### config.mk
export PLATFORM = sky130hd
export DESIGN_NAME = keyed_wdt
export DESIGN_NICKNAME = d
export VERILOG_FILES = /design/src/rtl/wdt_pkg.sv /design/src/rtl/wdt_access.sv /design/src/rtl/wdt_period_dec.sv /design/src/rtl/wdt_counter.sv /design/src/rtl/keyed_wdt.sv
export SDC_FILE = /design/constraint.sdc
export NUM_CORES = 1
export LEC_CHECK = 0
export ABC_AREA = 1
export BUFFER_PORTS_ARGS = -buffer_cell sky130_fd_sc_hd__buf_2
export CORE_MARGIN = 5
export CORE_UTILIZATION = 38
export DETAILED_ROUTE_END_ITERATION = 10
export PLACE_DENSITY_LB_ADDON = 0.12
export SYNTH_ARGS = -nofsm -noshare
export SYNTH_HDL_FRONTEND = slang
export SYNTH_HIERARCHICAL = 1
export SYNTH_SLANG_ARGS = --single-unit
### constraint.sdc
create_clock -name clk -period 1.66 [get_ports clk]
set_input_delay 0.166 -clock clk [delete_from_list [all_inputs] [get_ports clk]]
set_output_delay 0.166 -clock clk [all_outputs]
set_load 0.05 [all_outputs]
### src/rtl/wdt_pkg.sv
package wdt_pkg;

    localparam int          CODE_W     = 3;
    localparam int          NUM_CODES  = 1 << CODE_W;
    localparam logic [7:0]  KEY_BYTE   = 8'hAC;
    localparam logic [2:0]  MODE_FIXED = 3'b011;
    localparam logic [7:0]  MODE_RESET = {MODE_FIXED, 2'b00, 3'b111};
    localparam int          ADDR_MODE  = 0;
    localparam int          ADDR_KEY   = 1;

    typedef enum logic [1:0] {
        SRC_SLOW = 2'd0,
        SRC_SYS  = 2'd1,
        SRC_STOP = 2'd2
    } wdt_src_e;

    typedef struct packed {
        logic [7:0] mode;
        logic       lock;
        logic       req;
    } wdt_ctl_t;

    typedef struct packed {
        logic ovf;
        logic acc;
    } wdt_cause_t;

endpackage

### src/rtl/wdt_access.sv
module wdt_access
    import wdt_pkg::*;
#(
    parameter int ADDR_W = 2
) (
    input  logic              wr_en,
    input  logic [ADDR_W-1:0] wr_addr,
    input  logic [7:0]        wr_data,
    input  logic              locked,
    input  logic              first_stopped,
    output logic              mode_load,
    output logic              key_ok,
    output logic              bad_access
);

    logic hit_mode;
    logic hit_key;

    always_comb begin
        hit_mode   = wr_en && (wr_addr == ADDR_W'(ADDR_MODE));
        hit_key    = wr_en && (wr_addr == ADDR_W'(ADDR_KEY));
        mode_load  = 1'b0;
        key_ok     = 1'b0;
        bad_access = 1'b0;
        if (hit_mode) begin
            if (!locked) begin
                mode_load = 1'b1;
            end else if (!first_stopped) begin
                bad_access = 1'b1;
            end
        end
        if (hit_key) begin
            if (wr_data == KEY_BYTE) begin
                key_ok = 1'b1;
            end else begin
                bad_access = 1'b1;
            end
        end
    end

endmodule

### src/rtl/wdt_period_dec.sv
module wdt_period_dec
    import wdt_pkg::*;
#(
    parameter int SYS_BASE  = 13,
    parameter int SLOW_BASE = 11,
    parameter int CNT_W     = 20
) (
    input  logic [4:0]       mode_lo,
    input  logic             slow_forced,
    input  logic             sys_tick,
    input  logic             slow_tick,
    output logic             running,
    output logic             tick,
    output logic [CNT_W-1:0] term
);

    logic [CNT_W-1:0] sys_terms  [NUM_CODES];
    logic [CNT_W-1:0] slow_terms [NUM_CODES];
    wdt_src_e         src;
    logic [CODE_W-1:0] code;

    for (genvar g = 0; g < NUM_CODES; g++) begin : g_terms
        localparam int SYS_E  = SYS_BASE + g;
        localparam int SLOW_E = SLOW_BASE + g;
        assign sys_terms[g]  = CNT_W'((64'd1 << SYS_E) - 64'd1);
        assign slow_terms[g] = CNT_W'((64'd1 << SLOW_E) - 64'd1);
    end

    always_comb begin
        code = mode_lo[CODE_W-1:0];
        if (slow_forced) begin
            src = SRC_SLOW;
        end else if (mode_lo[4]) begin
            src = SRC_STOP;
        end else if (mode_lo[3]) begin
            src = SRC_SYS;
        end else begin
            src = SRC_SLOW;
        end
        case (src)
            SRC_SYS: begin
                running = 1'b1;
                tick    = sys_tick;
                term    = sys_terms[code];
            end
            SRC_SLOW: begin
                running = 1'b1;
                tick    = slow_tick;
                term    = slow_terms[code];
            end
            default: begin
                running = 1'b0;
                tick    = 1'b0;
                term    = slow_terms[code];
            end
        endcase
    end

endmodule

### src/rtl/wdt_counter.sv
module wdt_counter #(
    parameter int CNT_W = 20
) (
    input  logic             clk,
    input  logic             rst_n,
    input  logic             clr,
    input  logic             running,
    input  logic             tick,
    input  logic [CNT_W-1:0] term,
    output logic             fire
);

    logic [CNT_W-1:0] cnt_d;
    logic [CNT_W-1:0] cnt_q;

    always_comb begin
        cnt_d = cnt_q;
        fire  = 1'b0;
        if (clr) begin
            cnt_d = '0;
        end else if (running && tick) begin
            if (cnt_q == term) begin
                cnt_d = '0;
                fire  = 1'b1;
            end else begin
                cnt_d = cnt_q + 1'b1;
            end
        end
    end

    always_ff @(posedge clk or negedge rst_n) begin
        if (!rst_n) begin
            cnt_q <= '0;
        end else begin
            cnt_q <= cnt_d;
        end
    end

endmodule

### src/rtl/keyed_wdt.sv
module keyed_wdt
    import wdt_pkg::*;
#(
    parameter int SYS_BASE  = 13,
    parameter int SLOW_BASE = 11,
    parameter int ADDR_W    = 2
) (
    input  logic              clk,
    input  logic              rst_n,
    input  logic              por_n,
    input  logic              wr_en,
    input  logic [ADDR_W-1:0] wr_addr,
    input  logic [7:0]        wr_data,
    input  logic              sys_tick,
    input  logic              slow_tick,
    input  logic              slow_forced,
    output logic              rst_req,
    output logic              cause_overflow,
    output logic              cause_access,
    output logic [7:0]        mode_rd
);

    localparam int BIG_BASE = (SYS_BASE > SLOW_BASE) ? SYS_BASE : SLOW_BASE;
    localparam int CNT_W    = BIG_BASE + NUM_CODES - 1;

    wdt_ctl_t         ctl_d, ctl_q;
    wdt_cause_t       cause_d, cause_q;
    logic             mode_load, key_ok, bad_access;
    logic             running, tick, fire;
    logic [CNT_W-1:0] term;
    logic             lock_q;

    assign lock_q = ctl_q.lock;

    wdt_access #(.ADDR_W(ADDR_W)) u_access (
        .wr_en         (wr_en),
        .wr_addr       (wr_addr),
        .wr_data       (wr_data),
        .locked        (ctl_q.lock),
        .first_stopped (ctl_q.mode[4]),
        .mode_load     (mode_load),
        .key_ok        (key_ok),
        .bad_access    (bad_access)
    );

    wdt_period_dec #(
        .SYS_BASE  (SYS_BASE),
        .SLOW_BASE (SLOW_BASE),
        .CNT_W     (CNT_W)
    ) u_dec (
        .mode_lo     (ctl_q.mode[4:0]),
        .slow_forced (slow_forced),
        .sys_tick    (sys_tick),
        .slow_tick   (slow_tick),
        .running     (running),
        .tick        (tick),
        .term        (term)
    );

    wdt_counter #(.CNT_W(CNT_W)) u_cnt (
        .clk     (clk),
        .rst_n   (rst_n),
        .clr     (key_ok | mode_load),
        .running (running),
        .tick    (tick),
        .term    (term),
        .fire    (fire)
    );

    always_comb begin
        ctl_d     = ctl_q;
        ctl_d.req = fire | bad_access;
        if (mode_load) begin
            ctl_d.mode = {MODE_FIXED, wr_data[4:0]};
            ctl_d.lock = 1'b1;
        end
        cause_d = cause_q;
        if (fire) begin
            cause_d.ovf = 1'b1;
        end
        if (bad_access) begin
            cause_d.acc = 1'b1;
        end
    end

    always_ff @(posedge clk or negedge rst_n) begin
        if (!rst_n) begin
            ctl_q <= '{mode: MODE_RESET, lock: 1'b0, req: 1'b0};
        end else begin
            ctl_q <= ctl_d;
        end
    end

    always_ff @(posedge clk or negedge por_n) begin
        if (!por_n) begin
            cause_q <= '0;
        end else if (rst_n) begin
            cause_q <= cause_d;
        end
    end

    assign rst_req        = ctl_q.req;
    assign cause_overflow = cause_q.ovf;
    assign cause_access   = cause_q.acc;
    assign mode_rd        = ctl_q.mode;

endmodule

==> results of run 1 <==
==> cells by family (layout without fill, tap and decap cells) <==
logic type	after synthesis	in the layout	share of synthesized area [%]
fa+ha+maj	1	1	0.5642
simple gates	231	232	42.55
compound gates	4	4	1.016
flops	29	29	32.90
xor+xnor	21	21	8.296
buf+inv	65	121	14.16
other cells	3	14	0.5079
==> registers in the layout (all words and copies together), names as in the netlist <==
register and count:
u_cnt/cnt_q 20, rst_req 1, lock_q 1, cause_access 1
mode_rd 5, cause_overflow 1
==> final timing paths <==
path	start	to	slack, ps	cells past startpoint
worst max-delay path	mode_rd[1]	rst_req	-390	15
worst min-delay path	wr_data[4]	mode_rd[4]	100	3
worst max register to register	mode_rd[1]	rst_req	-390	15
worst min register to register	cause_overflow	cause_overflow	480	2
max in group asynchronous	rst_n	mode_rd[4]	770	3
min in group asynchronous	por_n	cause_access	200	2
==> layout by cell type (no fill, tap or decap), types with 6 or more instances in the layout <==
| master | netlist | layout |
|---|---|---|
| nand2_1 | 135 | 133 |
| nor2_1 | 58 | 53 |
| inv_1 | 46 | 45 |
| buf_4 | 14 | 34 |
| dfrtp_1 | 26 | 24 |
| buf_2 | 0 | 24 |
| nand3_1 | 20 | 19 |
| conb_1 | 3 | 14 |
| xor2_1 | 14 | 14 |
| xnor2_1 | 7 | 7 |
| nand4_1 | 6 | 6 |
==> metrics by stage <==
step	setup TNS [ps]	utilization [%]	hold slack [ps]	total power [mW]
after CTS	-7791	50.57	95.77	2.468
after global routing	-10870	50.71	107.8	2.638
after detailed placement	-11240	46.89	-46.69	1.820
final	-7801	50.71	103.1	2.443
after floorplan	-4675	-	-129.6	1.510
after global placement	-10490	46.89	-46.97	1.808
==> critical path: cells and delay by family (launching register included) <==
| family | cells | cell delay, ps |
|---|---|---|
| flip-flops | 1 | 650 |
| AND/OR/NAND/NOR | 12 | 930 |
| buffers and inverters | 3 | 370 |
==> layer usage <==
layer  share of wire (%)  track usage, %  vias to the layer above
li1                    -               -                     1175
met2                  47           26.98                       46
met5                   0               0                        -
met3                 4.8           3.137                        7
met4                 1.0           4.533                        0
met1                  47           20.40                      961
==> synth_stat cells, drive strengths merged <==
library cell	n
o21ai	3
dfstp	3
nand4	6
nand3	20
nor2	59
nand2	136
nor3	4
or2	3
xor2	14
o21bai	1
conb	3
nand3b	1
buf	15
dfrtp	26
xnor2	7
clkbuf	1
and2	2
inv	49
ha	1
==> repair_timing <==
action                                 in CTS  in global routing
endpoints found under the hold margin      13                  0
buffers inserted                            4                  0
gates resized for setup                    14                  2
hold buffers                                2                  0
setup endpoints to repair                  22                 22
pin swaps                                   9                  4
gates cloned                                1                  0
==> power by group through the flow <==
stage | logic [mW] | registers (mW) | clock network (mW)
floorplan | 0.476 | 1.03 | 0
global placement | 0.872 | 0.936 | 0
detailed placement | 0.882 | 0.938 | 0
CTS | 0.959 | 0.927 | 0.583
global route | 1.08 | 0.943 | 0.619
finish | 0.955 | 0.928 | 0.559
==> layout make-up <==
type,count,area [um2],share of cell area (%)
clock buffers,6,72.57,2.568
clock inverters,2,10.01,0.3541
inverters,49,183.9,6.507
multi-input cells,272,1281,45.33
flip-flops and latches,29,739.5,26.16
well taps,72,90.09,3.187
repair buffers,64,449.2,15.89
==> results by group, run 1 <==
STA
  • Final setup viols: 22
  • Crit share post-route: 123.6%
  • Fin. max-slew vios: 0
  • RSZ-0062 raised after global routing: yes
  • Crit path time final: 2052 ps
  • Final worst slack: -391.8 ps
  • Max Fclk: 487.4 MHz
  • Final hold viol count: 0
  • Clk_skew: 6.263 ps

Outcome
  • Failing checks: setup timing
  • Status: finished with violations

Synthesis
  • Mapped Area: 0.002217 mm2
  • Register area share after synthesis: 32.90%
  • Synth area leader: dfrtp_1
  • Post-synth cell types: 25
  • Synth top area share: 29.35%
  • Synth Area per Inst: 6.263 um2
  • Post-Synthesis Cells: 354
  • Synth Register Bits: 29
  • Warnings, synthesis: 6
  • Synth top area cells: dfrtp_1 29%, nand2_1 23%, nor2_1 9.8%, inv_1 7.8%, xor2_1 5.5%

Power and ir drop
  • Sequential power share: 38.0%
  • Clock Power Share: 22.9%
  • Switching part of the total: 38.39%
  • Power share of the combinational group: 39.1%
  • Cell Pwr Density: 864.2 mW/mm2
  • VDD IR max: 0.6797 mV
  • Internal: 1.505 mW
  • LEAKAGE: 1.565 nW
  • Psw: 0.9378 mW

Setup path
  • Slowest-stage cell, CP: dfstp_4
  • Most common cell on crit path: nand2_1
  • CP startpoint kind: register
  • Critical path cell sequence: nand2_4, buf_6, nor2_4, nand2_1, nand2_1, buf_4, nand2_2, nand2_1, nor2_1, nand2_1, nor2_2, nand4_1, buf_6, nor2_4, or2_2
  • Worst-path fanout max: 3
  • Worst EP arrival: 2210 ps
  • Crit-path max cell delay: 650 ps
  • Setup Crit Path Kind: reg -> reg
  • Critical path endpoint category: register
  • Worst path required time: 1820 ps

GRT
  • Largest net degree at the start of global routing: 18
  • Antenna violations before repair: 0
  • First-pass GRT wire length: 9501 um
  • Tot GR Track Use: 15.88%
  • Vias in the first global route: 2197
  • Grt ovf: 0

CTS
  • Max clock buf depth: 2
  • CTS root buf: clkbuf_8
  • CTS tree: done
  • Clock slew seen by the registers of the worst setup and hold paths: 60 ps
  • CTS buffer count: 5
  • CTS H-tree depth: 2
  • # clock sinks: 29
  • Clk_lat worst skew: 280 ps

Floorplan
  • Die Y-Extent: 86.39 um
  • Die W: 86.39 um
  • Initial Utilization: 39.78%
  • Die ar.: 0.007462 mm2
  • Core Area: 0.005574 mm2
  • FP Rows: 27
  • Ports: 28

Layout
  • Share of layout cells above drive strength 1: 22.04%
  • Antenna Diode Count: 0
  • Fin area: 0.002826 mm2
  • Fill cells: 601
  • Final Net Count: 439
  • Final cell count without fillers: 494
  • Syn-to-layout area delta: 27.48%

Place
  • Placed Area: 0.002614 mm2
  • Cells after DPL: 479
  • HPWL after DPL: 4175 um
  • GPL Wtd Cong: 0.8139
  • Pre-CTS WS: -573.8 ps
  • I/O Buffers: 24

Drt
  • Initial DRC count: 68
  • Post-Route WL: 5303 um
  • DRT antenna net count: 0
  • Wire per inst: 10.73 um
  • Drc violations: 0
  • DRT Pass-1 Iters: 6
  • Avg Vias per Cell: 4.431
  • Vias: 2189

Flow run
  • MaxCap Viol Count: 0

Worst hold path
  • Worst Hold Class: in -> reg
Note: power is estimated with default switching activity, not from simulation.
==> inputs of run 2 (changes only) <==
--- a/config.mk
+++ b/config.mk
@@ -10,7 +10,7 @@
 export CORE_MARGIN = 5
 export CORE_UTILIZATION = 38
 export DETAILED_ROUTE_END_ITERATION = 10
-export PLACE_DENSITY_LB_ADDON = 0.12
+export PLACE_DENSITY = 0.69
 export SYNTH_ARGS = -nofsm -noshare
 export SYNTH_HDL_FRONTEND = slang
 export SYNTH_HIERARCHICAL = 1
==> run 2 against run 1 <==
Against the previous run: the flow still finishes with violations (setup timing); hold slack got worse by 2.9 ps; clock power increased by 1%; sequential share of layout area increased by 0.070 points; design area is 0.27% lower; routed wire length rose by 2.0%; first-iteration DRC count up 62%; clock-buffer cell count did not move; critical path depth fell by 2; non-clock buffer count is 7 lower; via count increased by 1.1%.
==> results by group, run 2 (synthesized netlist as in run 1, its figures left out) <==
Outcome
  • Status: finished with violations
  • Failing checks: setup timing

Drt
  • Vias: 2212 (+1.1%)
  • Post-Route WL: 5409 um (+2.0%)
  • DRT Pass-1 Iters: 4 (-2)
  • Drc violations: 0 (unchanged)
  • Wire per inst: 11.11 um (+3.5%)
  • Avg Vias per Cell: 4.542 (+2.5%)
  • DRT antenna net count: 0 (unchanged)
  • Initial DRC count: 110 (+62%)

Layout
  • Seq. cell area: 739.5 um2 (unchanged)
  • Syn-to-layout area delta: 27.14%
  • Biggest register: u_cnt/cnt_q
  • Commonest non-fill, non-tap cell in the layout: nand2_1
  • Final cell count without fillers: 487 (-1.4%)
  • Max reg flops: 20 (unchanged)
  • Share of layout cells above drive strength 1: 23.13% (+1.1 points)
  • Multi-input gate area: 0.001336 mm2 (+4.3%)
  • Fill cells: 572 (-4.8%)
  • Antenna Diode Count: 0 (unchanged)
  • Final Net Count: 432 (-1.6%)
  • Most frequent cells in the layout: 132 x nand2_1, 44 x nor2_1, 43 x inv_1, 27 x buf_4

CTS
  • Max clock buf depth: 2 (unchanged)
  • Clk_lat worst skew: 290 ps (about the same)
  • CTS root buf: clkbuf_8
  • CTS tree: done
  • CTS H-tree depth: 2 (unchanged)
  • # clock sinks: 29 (unchanged)
  • CTS buffer count: 5 (unchanged)
  • Clock slew seen by the registers of the worst setup and hold paths: 60 ps (about the same)

GRT
  • Largest net degree at the start of global routing: 17 (-1)
  • Grt ovf: 0 (unchanged)
  • Antenna violations before repair: 0 (unchanged)
  • First-pass GRT wire length: 9039 um (-4.9%)
  • Vias in the first global route: 2092 (-4.8%)
  • Tot GR Track Use: 15.25% (-0.63 points)

Setup path
  • Critical path cell sequence: buf_6, nand2_4, inv_2, nand2_1, nand2_1, xor2_1, nor2_1, nand2_1, nor2_2, nand4_1, buf_6, nand2_8, nor2_2
  • Most common cell on crit path: nand2_1
  • Worst path required time: 1840 ps (+20 ps)
  • R2r startpoint: mode_rd[1]
  • Worst reg-to-reg setup slack: -340 ps (+50 ps)
  • Critical path endpoint category: register
  • CP delay by family, top: simple AND/OR/NAND/NOR gates
  • Setup Crit Path Kind: reg -> reg
  • Slowest-stage cell, CP: dfstp_4
  • Buf+Inv Stages, Crit Path: 3 (unchanged)
  • Worst-path fanout max: 7 (+4)
  • Worst EP arrival: 2180 ps (-30 ps)
  • CP startpoint kind: register
  • Worst Reg2Reg Path Length in Cells: 13 (-2)
  • Worst R2R End: u_cnt/cnt_q[9]
  • Crit-path max cell delay: 660 ps (about the same)

STA
  • Crit share post-route: 120.8% (-2.8 points)
  • Rel. slew slack: 49.17%
  • Least-Margin Pin Slew: 759.9 ps
  • Fin. max-slew vios: 0 (unchanged)
  • Max Fclk: 498.8 MHz (+2.3%)
  • Clk_skew: 2.647 ps (-3.616 ps)
  • Crit path time final: 2005 ps (-46.87 ps)
  • Final hold viol count: 0 (unchanged)
  • Setup_tns: -6969 ps (+832.2 ps)
  • Final worst slack: -344.9 ps (+46.87 ps)
  • RSZ-0062 raised after global routing: yes
  • Final setup viols: 22 (unchanged)

Place
  • HPWL after DPL: 4017 um (-3.8%)
  • GPL Wtd Cong: 0.9308 (+14%)
  • I/O Buffers: 24 (unchanged)
  • Pre-CTS WS: -409.7 ps (+164.2 ps)
  • Cells after DPL: 472 (-1.5%)

Worst hold path
  • Hold Path Sink: mode_rd[0]
  • Worst Hold Depth: 3 (unchanged)
  • Hold path start: wr_data[0]
  • Worst Hold Class: in -> reg

Floorplan
  • Die ar.: 0.007462 mm2 (unchanged)
  • Initial Utilization: 39.78% (unchanged)
  • Die Y-Extent: 86.39 um (unchanged)
  • Die W: 86.39 um (unchanged)
  • Core Area: 0.005574 mm2 (unchanged)
  • FP Rows: 27 (unchanged)
  • Ports: 28 (unchanged)

Flow run
  • MaxCap Viol Count: 0 (unchanged)

Power and ir drop
  • LEAKAGE: 1.522 nW (-2.8%)
  • Cell Pwr Density: 849.9 mW/mm2 (-1.7%)
  • VDD IR max: 0.4098 mV (-40%)
## run 2: cell types whose count changed in the layout (fill, tap and decap cells not counted), moves of 2 or more
| cell | change |
|---|---|
| nor2_4 | +2 |
| inv_1 | -2 |
| nor2_1 | -9 |
| nand2_8 | +2 |
| inv_2 | +2 |
| buf_4 | -7 |
| nor2_2 | +7 |
## run 2: cell type report
cell class / count / share of cell area [%]
clock buffer: 6 / 2.574
clock inverter: 2 / 0.3551
inverter: 49 / 6.525
multi-input combinational: 272 / 47.40
sequential: 29 / 26.23
tap: 72 / 3.196
timing repair buffer: 57 / 13.72
## run 2: worst max-delay path by stage
stage	startpoint	endpoint	slack [ps]	depth (start not counted)
after detailed placement	mode_rd[1]	u_cnt/cnt_q[6]	-410	12
final	mode_rd[1]	u_cnt/cnt_q[9]	-340	13
after CTS	mode_rd[1]	cause_overflow	-310	14
after floorplan	mode_rd[1]	u_cnt/cnt_q[15]	-280	13
after global routing	mode_rd[1]	cause_overflow	-440	15
after global placement	mode_rd[1]	u_cnt/cnt_q[7]	-330	12
## run 2: repair_timing
item	in CTS	in global routing
gates cloned	1	0
pin swaps	21	9
hold buffers	3	0
setup endpoints to repair	22	22
gates resized for setup	25	8
endpoints found under the hold margin	18	0
setup buffers	3	0
## run 2: power breakdown
part           internal, mW  leakage (nW)  switching, mW  total, mW
logic                 0.346          1.11          0.546      0.892
registers             0.818         0.371          0.119      0.937
clock network         0.290        0.0450          0.277      0.567
total                  1.45          1.52          0.942       2.40
## run 2: worst min-delay path: stages
cell and delay [ps]:
buf_2 110, nand2_1 60, nand2_1 50
## run 2: routing by layer
layer  GRT usage, %  share of wire, %
met1          18.71                43
met2          25.73                47
met3          3.897               7.7
met4          5.524               1.4
met5              0                 0
## run 2: stage by stage
| stage | hold WS, ps | cell area (um2) | total power, mW | utilization [%] |
|---|---|---|---|---|
| 4_1_cts | 95.20 | 2784 | 2.400 | 49.94 |
| 3_5_place_dp | -48.67 | 2561 | 1.773 | 45.95 |
| 5_1_grt | 106.8 | 2819 | 2.564 | 50.57 |
| 3_3_place_gp | -48.62 | 2561 | 1.746 | 45.95 |
| 2_1_floorplan | -129.6 | 2278 | 1.510 | - |
| 6_report | 100.2 | 2819 | 2.396 | 50.57 |
==> inputs of run 3 (changes only) <==
--- a/config.mk
+++ b/config.mk
@@ -7,10 +7,12 @@
 export LEC_CHECK = 0
 export ABC_AREA = 1
 export BUFFER_PORTS_ARGS = -buffer_cell sky130_fd_sc_hd__buf_2
+export CORE_ASPECT_RATIO = 0.5
 export CORE_MARGIN = 5
 export CORE_UTILIZATION = 38
 export DETAILED_ROUTE_END_ITERATION = 10
 export PLACE_DENSITY = 0.69
+export SKIP_LAST_GASP = 1
 export SYNTH_ARGS = -nofsm -noshare
 export SYNTH_HDL_FRONTEND = slang
 export SYNTH_HIERARCHICAL = 1
==> run 3 against run 2 <==
Against the previous run: the flow still finishes with violations (setup timing); critical path type unchanged; clock skew increased by 0.73 ps; largest cell class unchanged; design area increased by 1.8%; first-iteration DRC count increased by 11%; sequential power increased by 0.6%; non-clock buffer count increased by 2; clock-buffer cell count increased by 1; hold slack improved by 95 ps.
==> results by group, run 3 (synthesized netlist as in run 1, its figures left out) <==
STA
  • Fin. max-slew vios: 0 (unchanged)
  • Final setup viols: 22 (unchanged)
  • Crit path time final: 1998 ps (-6.912 ps)
  • Final hold viol count: 0 (unchanged)
  • RSZ-0062 raised after global routing: yes
  • Final worst slack: -338.0 ps (+6.912 ps)
  • Max Fclk: 500.5 MHz (+0.35%)
  • Crit share post-route: 120.4% (-0.42 points)
  • Clk_skew: 3.378 ps (+0.7305 ps)

Worst hold path
  • Worst Hold Depth: 4 (+1)
  • Worst Hold Class: in -> reg
  • Hold Path Sink: mode_rd[4]
  • Hold path start: wr_data[4]

CTS
  • CTS root buf: clkbuf_16
  • CTS H-tree depth: 2 (unchanged)
  • CTS tree: done
  • Clk_lat worst skew: 270 ps (-20 ps)
  • CTS buffer count: 5 (unchanged)
  • Max clock buf depth: 2 (unchanged)
  • Clock slew seen by the registers of the worst setup and hold paths: 50 ps (about the same)
  • # clock sinks: 29 (unchanged)

Floorplan
  • Ports: 28 (unchanged)
  • Die Y-Extent: 64.01 um (-26%)
  • FP Rows: 19 (-30%)
  • Initial Utilization: 39.86% (+0.081 points)
  • Core Area: 0.005563 mm2 (-0.20%)
  • Die ar.: 0.007555 mm2 (+1.2%)
  • Die W: 118.0 um (+37%)

Setup path
  • Slowest-stage cell, CP: dfstp_4
  • Buf+Inv Stages, Crit Path: 2 (-1)
  • CP delay by family, top: simple AND/OR/NAND/NOR gates
  • Worst reg-to-reg setup slack: -340 ps (about the same)
  • Most common cell on crit path: nand2_1
  • Setup Crit Path Kind: reg -> reg
  • Worst R2R End: cause_overflow
  • Worst EP arrival: 2210 ps (+30 ps)
  • Worst-path fanout max: 5 (-2)
  • Critical path cell sequence: nand2_4, nor2_4, and2_4, inv_2, nand2_1, nand2_1, nor2_2, nand2_1, nor2_2, nand4_1, buf_6, nor2_4, nand2_1, nand2_1
  • Worst path required time: 1870 ps (+30 ps)
  • R2r startpoint: mode_rd[1]
  • CP startpoint kind: register
  • Worst Reg2Reg Path Length in Cells: 14 (+1)
  • Crit-path max cell delay: 650 ps (about the same)
  • Critical path endpoint category: register

Power and ir drop
  • Power share of the combinational group: 31.9% (-5.3 points)
  • Cell Pwr Density: 958.7 mW/mm2 (+13%)
  • VDD IR max: 0.5226 mV (+28%)
  • Psw: 0.9543 mW (+1.3%)
  • Clock Power Share: 33.8% (+10 points)
  • LEAKAGE: 1.572 nW (+3.3%)
  • Power Total: 2.750 mW (+15%)
  • Sequential power share: 34.3% (-4.8 points)
  • Switching part of the total: 34.70% (-4.6 points)
  • Internal: 1.796 mW (+24%)

Outcome
  • Failing checks: setup timing
  • Status: finished with violations

Layout
  • Share of layout cells above drive strength 1: 22.06% (-1.1 points)
  • Final Net Count: 434 (+0.46%)
  • Commonest non-fill, non-tap cell in the layout: nand2_1
  • Final cell count without fillers: 490 (+0.62%)
  • Max reg flops: 20 (unchanged)
  • Multi-input gate area: 0.001295 mm2 (-3.1%)
  • Antenna Diode Count: 0 (unchanged)
  • Most frequent cells in the layout: 134 x nand2_1, 51 x nor2_1, 43 x inv_1, 31 x buf_4
  • Biggest register: u_cnt/cnt_q
  • Fill cells: 535 (-6.5%)
  • Syn-to-layout area delta: 29.40%
  • Seq. cell area: 739.5 um2 (unchanged)

GRT
  • Grt ovf: 0 (unchanged)
  • Antenna violations before repair: 0 (unchanged)
  • Vias in the first global route: 1950 (-6.8%)
  • First-pass GRT wire length: 8514 um (-5.8%)
  • Largest net degree at the start of global routing: 19 (+2)
  • Tot GR Track Use: 13.49% (-1.8 points)

Place
  • Cells after DPL: 476 (+0.85%)
  • GPL Wtd Cong: 0.8446 (-9.3%)
  • Pre-CTS WS: -380.0 ps (+29.68 ps)
  • I/O Buffers: 24 (unchanged)
  • HPWL after DPL: 3819 um (-4.9%)

Drt
  • Avg Vias per Cell: 4.433 (-2.4%)
  • DRT antenna net count: 0 (unchanged)
  • Post-Route WL: 5039 um (-6.8%)
  • Drc violations: 0 (unchanged)
  • Initial DRC count: 122 (+11%)
  • Wire per inst: 10.28 um (-7.4%)
  • Vias: 2172 (-1.8%)
  • DRT Pass-1 Iters: 5 (+1)

Flow run
  • MaxCap Viol Count: 0 (unchanged)
## run 3: worst reg2reg max path: stages (launching register included)
cell	delay, ps
dfstp_4	650
nand2_4	60
nor2_4	90
and2_4	150
inv_2	30
nand2_1	40
nand2_1	70
nor2_2	120
nand2_1	70
nor2_2	130
nand4_1	120
buf_6	160
nor2_4	110
nand2_1	60
nand2_1	70
## run 3: layout make-up
type | count | share of cell area (%)
timing repair buffer | 59 | 13.78
clock buffer | 7 | 5.321
tap | 73 | 3.184
sequential | 29 | 25.77
clock inverter | 1 | 0.1744
multi-input combinational | 272 | 45.14
inverter | 49 | 6.629
## run 3: repair_timing
item | 4_1_cts | 5_1_grt
buffers inserted | 1 | 2
hold buffers | 2 | 0
endpoints found under the setup margin | 22 | 22
cloned | 0 | 1
pin swaps | 2 | 13
hold endpoints to repair | 11 | 0
resized for setup | 5 | 17
## run 3: per-layer routing
layer	global-route usage, %	part of all wire, %
met5	0	0
met2	21.13	43
met1	18.79	48
met3	2.907	7.3
met4	4.149	1.5
## run 3: worst max-delay path by stage
stage                     depth (start not counted)       start  slack [ps]               to
final                                            14  mode_rd[1]        -340   cause_overflow
after global routing                             14  mode_rd[1]        -460   cause_overflow
after CTS                                        13  mode_rd[1]        -330   u_cnt/cnt_q[5]
after detailed placement                         13  mode_rd[1]        -380   u_cnt/cnt_q[5]
after global placement                           12  mode_rd[1]        -350  u_cnt/cnt_q[11]
after floorplan                                  13  mode_rd[1]        -280  u_cnt/cnt_q[15]
## run 3: through the flow
step	hold WS, ps	cell area (um2)	util (%)	setup TNS [ps]
after floorplan	-129.6	2278	-	-4675
after global placement	-45.43	2585	46.47	-6902
after detailed placement	-46.23	2585	46.47	-7486
after CTS	194.0	2785	50.07	-6698
after global routing	203.5	2869	51.57	-9090
final	195.7	2869	51.57	-6585
## run 3: power by group through the flow
stage | Combinational (mW) | Clock (mW) | Sequential [mW]
2_1_floorplan | 0.476 | 0 | 1.03
3_3_place_gp | 0.809 | 0 | 0.945
3_5_place_dp | 0.812 | 0 | 0.946
4_1_cts | 0.830 | 0.950 | 0.936
5_1_grt | 0.981 | 0.982 | 0.962
6_report | 0.877 | 0.930 | 0.943
